[src/rtl/acc_pkg.sv]
package acc_pkg;

  typedef enum logic [2:0] {
    OP_HOLD,
    OP_CLEAR,
    OP_LOAD,
    OP_ADD,
    OP_SUB
  } op_e;

  // Priority: clear, then load, then a single arithmetic select.
  function automatic op_e decode_op(input logic clr, input logic ld,
                                    input logic add, input logic sub);
    if (clr)               return OP_CLEAR;
    else if (ld)           return OP_LOAD;
    else if (add && !sub)  return OP_ADD;
    else if (sub && !add)  return OP_SUB;
    else                   return OP_HOLD;
  endfunction

endpackage

[src/rtl/fa_cell.sv]
module fa_cell (
  input  logic x,
  input  logic y,
  input  logic ci,
  output logic s,
  output logic co
);
  logic hx;
  assign hx = x ^ y;
  assign s  = hx ^ ci;
  assign co = (x & y) | (hx & ci);
endmodule

[src/rtl/ripple_chain.sv]
module ripple_chain #(
  parameter int W = 8
) (
  input  logic [W-1:0] a,
  input  logic [W-1:0] b,
  input  logic         cin,
  output logic [W-1:0] sum,
  output logic         cout
);
  logic [W:0] c;
  assign c[0] = cin;

  for (genvar i = 0; i < W; i++) begin : g_cell
    fa_cell u_fa (
      .x (a[i]),
      .y (b[i]),
      .ci(c[i]),
      .s (sum[i]),
      .co(c[i+1])
    );
  end

  assign cout = c[W];
endmodule

[src/rtl/operand_steer.sv]
module operand_steer #(
  parameter int W = 8
) (
  input  logic [W-1:0] b_in,
  input  logic         add_sel,
  input  logic         sub_sel,
  output logic [W-1:0] b_out,
  output logic         cin
);
  logic inv;
  assign inv   = sub_sel & ~add_sel;
  assign b_out = b_in ^ {W{inv}};
  assign cin   = inv;
endmodule

[src/rtl/acc_addsub_unit.sv]
module acc_addsub_unit #(
  parameter int W = 8
) (
  input  logic         clk,
  input  logic         rst,
  input  logic         clr_acc,
  input  logic         load_opd,
  input  logic         add_sel,
  input  logic         sub_sel,
  input  logic [W-1:0] mem_data,
  output logic [W-1:0] acc_q,
  output logic         carry_q,
  output logic         ovf_q
);
  import acc_pkg::*;

  localparam int MSB = W - 1;

  op_e         op;
  logic [W-1:0] b_q;
  logic [W-1:0] b_eff;
  logic [W-1:0] sum;
  logic         cin;
  logic         cout;
  logic         ovf_next;

  assign op = decode_op(clr_acc, load_opd, add_sel, sub_sel);

  operand_steer #(.W(W)) u_steer (
    .b_in   (b_q),
    .add_sel(add_sel),
    .sub_sel(sub_sel),
    .b_out  (b_eff),
    .cin    (cin)
  );

  ripple_chain #(.W(W)) u_chain (
    .a   (acc_q),
    .b   (b_eff),
    .cin (cin),
    .sum (sum),
    .cout(cout)
  );

  // Same-sign inputs with a differing result sign.
  assign ovf_next = (acc_q[MSB] == b_eff[MSB]) && (sum[MSB] != acc_q[MSB]);

  always_ff @(posedge clk) begin
    if (rst) begin
      acc_q   <= '0;
      b_q     <= '0;
      carry_q <= 1'b0;
      ovf_q   <= 1'b0;
    end else begin
      case (op)
        OP_CLEAR: begin
          acc_q   <= '0;
          carry_q <= 1'b0;
          ovf_q   <= 1'b0;
        end
        OP_LOAD: b_q <= mem_data;
        OP_ADD, OP_SUB: begin
          acc_q   <= sum;
          carry_q <= cout;
          ovf_q   <= ovf_next;
        end
        default: ;
      endcase
    end
  end

  // Checker-side wide signed results, formed without the cell chain.
  logic signed [W:0] wide_add;
  logic signed [W:0] wide_sub;
  assign wide_add = $signed({acc_q[MSB], acc_q}) + $signed({b_q[MSB], b_q});
  assign wide_sub = $signed({acc_q[MSB], acc_q}) - $signed({b_q[MSB], b_q});

  p_reset_r1: assert property (@(posedge clk) rst |=>
    (acc_q == '0) && !carry_q && !ovf_q);

  p_clear_r2: assert property (@(posedge clk) disable iff (rst)
    clr_acc |=> (acc_q == '0) && !carry_q && !ovf_q && $stable(b_q));

  p_load_r3: assert property (@(posedge clk) disable iff (rst)
    (!clr_acc && load_opd) |=> (b_q == $past(mem_data)) && $stable(acc_q)
      && $stable(carry_q) && $stable(ovf_q));

  p_add_r4: assert property (@(posedge clk) disable iff (rst)
    (op == OP_ADD) |=> {carry_q, acc_q} == $past({1'b0, acc_q} + {1'b0, b_q}));

  p_sub_r5: assert property (@(posedge clk) disable iff (rst)
    (op == OP_SUB) |=> (acc_q == $past(acc_q - b_q)) && (carry_q == $past(acc_q >= b_q)));

  p_ovf_add_r6: assert property (@(posedge clk) disable iff (rst)
    (op == OP_ADD) |=> ovf_q == $past(wide_add[W] != wide_add[MSB]));

  p_ovf_sub_r6: assert property (@(posedge clk) disable iff (rst)
    (op == OP_SUB) |=> ovf_q == $past(wide_sub[W] != wide_sub[MSB]));

  p_hold_r7: assert property (@(posedge clk) disable iff (rst)
    (!clr_acc && !load_opd && (add_sel == sub_sel)) |=>
      $stable(acc_q) && $stable(carry_q) && $stable(ovf_q) && $stable(b_q));

endmodule

[config.mk]
export PLATFORM = sky130hd
export DESIGN_NAME = acc_addsub_unit
export DESIGN_NICKNAME = d
export VERILOG_FILES = /design/src/rtl/acc_pkg.sv /design/src/rtl/fa_cell.sv /design/src/rtl/ripple_chain.sv /design/src/rtl/operand_steer.sv /design/src/rtl/acc_addsub_unit.sv
export SDC_FILE = /design/constraint.sdc
export NUM_CORES = 1
export LEC_CHECK = 0
export BUFFER_PORTS_ARGS = -buffer_cell sky130_fd_sc_hd__buf_2
export CAP_MARGIN = 20
export CORE_MARGIN = 5
export CORE_UTILIZATION = 51
export DETAILED_ROUTE_END_ITERATION = 16
export PLACE_DENSITY = 0.76
export SLEW_MARGIN = 20
export SYNTH_ARGS = -nofsm -noshare
export SYNTH_HDL_FRONTEND = slang
export SYNTH_SLANG_ARGS = --single-unit
[constraint.sdc]
create_clock -name clk -period 6.4 [get_ports clk]
set_input_delay 1.28 -clock clk [delete_from_list [all_inputs] [get_ports clk]]
set_output_delay 1.28 -clock clk [all_outputs]
set_load 0.02 [all_outputs]
==> out/results.tsv <==
stage	metric	value	unit
die	CORE AREA	0.00192	mm2
hold_path	Hold Path Stages	2	
hold_path	worst hold path class	flop to flop	
clock_network	hold_buf cts	0	
setup_path	CP Capture Type	flop	
die	Initial Util	52.9	%
pwr	Flop pwr share	52.3	%
hold_path	worst hold start	ovf_q	
yosys	sequential area share after synthesis	35.4	%
placed_design	Buffers on Ports	23	
pwr	Power Total	228	uW
grt	largest net degree at the start of global routing	19	
route	vias after detailed routing	749	
clock_network	CTS Buffer Depth	2	
hold_path	Worst Hold Path EP	ovf_q	
clock_network	H-tree depth	1	
status	status	finished, final reports clean	
clock_network	post-CTS resize count	0	
setup_path	Startpoint Class	input pin	
grt	initial antenna violation count	0	
yosys	cell area after synthesis	0.00102	mm2
route	Met1 Wirelength	852	um
pwr	PD cells	204	mW/mm2
layout	share of cells above drive strength 1	23.1	%
pwr	Comb pwr share	17.0	%
pwr	Static Leak	0.000500	uW
route	TritonRoute pass-1 iters	4	
setup_path	CP max stage cell	fa_1	
setup_path	R2R Setup Slk	1.98	ns
die	Boundary Pins	24	
setup_path	largest stage delay on the critical path	0.51	ns
clock_network	buffer count from post-CTS setup fixing	0	
route	Post-DRT Antenna Nets	0	
route	routed wl met2	891	um
grt	Tot GR Track Use	15.0	%
route	Via-to-Cell Ratio	5.20	
placed_design	Setup Slack @ Placement	0.496	ns
layout	fin util	58.1	%
route	DRC viols	0	
grt	grt ovf	0	
flow_run	max-cap violations	0	
setup_path	cells along the critical path	buf_2, nand2b_1, xnor2_1, fa_1, fa_1, fa_1, fa_1, fa_1, fa_1, fa_1, xnor2_1, or4_1, a21boi_1	
timing	fin crit share	86.9	%
grt	first-pass GRT wire length	3170	um
yosys	cells after synthesis	104	
timing	Setup WS post-layout	0.836	ns
pwr	Sw Share	26.9	%
yosys	Ys Warns	0	
layout	most frequent cells in the layout	23 x buf_2, 18 x dfxtp_1, 10 x nor2_1	
timing	Fmax	180	MHz
layout	ant diodes	0	
layout	nets	140	
timing	slew margin rel.	41.0	%
timing	RSZ-0062 raised after global routing	false	
timing	Fin. Hold Viols	0	
placed_design	HPWL Detailed	1420	um
yosys	FF+latch count, synth	18	
die	Die Width	54.7	um
timing	worst-margin pin slew	0.879	ns
setup_path	crit path max fanout	8	
yosys	post-synth net total	126	
timing	Setup Viol. Count Final	0	
route	Post-Route WL	1890	um
yosys	cell accounting for the most synthesized area	dfxtp_1	
timing	max-slew violation count	0	
clock_network	Clock transition at path regs	0.10	ns
layout	most common cell after layout, fill and taps aside	buf_2	
pwr	Max VDD drop	0.152	mV
yosys	top cells by area, synth	dfxtp_1 35%, fa_1 14%, mux2i_1 8.9%	
pwr	Net Sw Power	61.2	uW
route	metal3 WL	103	um
yosys	area share of the largest cell type after synthesis	35.4	%
timing	Worst Skew	0.00492	ns
clock_network	Clk Tree Root Cell	clkbuf_4	
grt	vias in the first global route	716	
setup_path	number of cells on the worst reg-to-reg path	11	
clock_network	TritonCTS clock tree	done	
route	1st-iter DRT viols	15	
clock_network	Worst-Skew Late Latency	0.29	ns
setup_path	terminus of the critical flop-to-flop path	ovf_q	
yosys	average cell area after synthesis	9.78	um2
yosys	Synth cell types	21	
route	post-DR wirelength/cell	13.1	um
pwr	P_int	166	uW
layout	area grow syn2layout	9.72	%
setup_path	critical path type	input pin to flop	
timing	minimum clock period	5.56	ns
layout	# fillers	198	
setup_path	Worst EP arrival	5.80	ns
clock_network	Num CTS Buffers	3	
setup_path	most frequent cell on the critical path	fa_1	
setup_path	Critical Path RT	6.64	ns
placed_design	GPL Wtd Cong	0.830	
die	Std-Cell Rows	16	
clock_network	Sink Count	18	
die	Die Area	0.00299	mm2
setup_path	reg2reg start	b_q[0]	
pwr	clock share of power	30.7	%
timing	setup TNS	0	ns
route	max layer used	met4	
die	die height	54.7	um
## final cells by class
class	instances	area, um2	share of cell area, %
clock buffers	4	36.3	3.25
inverters	1	3.75	0.336
multi-input cells	71	567	50.8
flip-flops and latches	18	360	32.3
well taps	27	33.8	3.03
repair buffers	23	115	10.3
## worst max-delay path: cells and delay by family
| family | cells | cell delay [ns] |
|---|---|---|
| adder cells (fa/ha/maj) | 7 | 3.15 |
| AND/OR/NAND/NOR | 2 | 0.72 |
| XOR/XNOR | 2 | 0.38 |
| AO/OA/AOI/OAI | 1 | 0.14 |
| buffers and inverters | 1 | 0.12 |
## per-layer routing
layer / up-vias / track usage (%)
li1: 375 / -
met1: 345 / 18.8
met2: 24 / 24.4
met3: 5 / 2.45
met4: 0 / 7.47
met5: - / 0
## how the worst max path moves through the flow
stage | slack [ns] | start | cells after the start | to
floorplan | 0.93 | add_sel | 13 | ovf_q
finish | 0.84 | add_sel | 13 | ovf_q
CTS | 0.81 | add_sel | 13 | ovf_q
detailed placement | 0.50 | add_sel | 13 | ovf_q
global route | 0.61 | add_sel | 13 | ovf_q
global placement | 0.60 | add_sel | 13 | ovf_q
## sequential cells by signal (all words and copies together) (netlist names)
signal,flops
b_q,8
acc_q,8
ovf_q,1
carry_q,1
## cell families after synthesis
kind of cell / share of synthesized area, %
AOI/OAI and AO/OA: 11.6
xor gates and xnor gates: 8.61
adders and majority gates: 15.0
buffers and inverters: 8.86
DFF: 35.4
muxes: 8.86
and+or+nand+nor: 11.7
## stage by stage
stage	hold WS [ns]	cell area, um2	instances
floorplan	0.457	1020	104
global placement	0.454	1080	140
detailed placement	0.468	1080	140
CTS	0.484	1120	144
global route	0.503	1120	144
finish	0.475	1120	144
## synth_stat cells
cell and count:
nand2b_1 2, inv_1 1, nand2_1 2, dfxtp_1 18, buf_4 8, buf_2 3
o211ai_1 8, a21boi_1 1, xor2_1 1, xnor2_1 9, a21oi_1 8, o21ai_0 2
mux2i_1 9, clkbuf_1 3, ha_1 1, or4_1 1, fa_1 7, nor3b_1 1
nor2_1 10, or3_1 1, nand3_1 8
## power groups by stage
stage          registers, uW  clock network [uW]  logic (uW)
4_1_cts                  119                72.0        39.0
3_3_place_gp             121                   0        37.4
2_1_floorplan            121                   0        30.4
5_1_grt                  120                76.4        44.1
3_5_place_dp             122                   0        38.8
6_report                 119                69.9        38.8
Note: power is estimated with default switching activity, not from simulation.
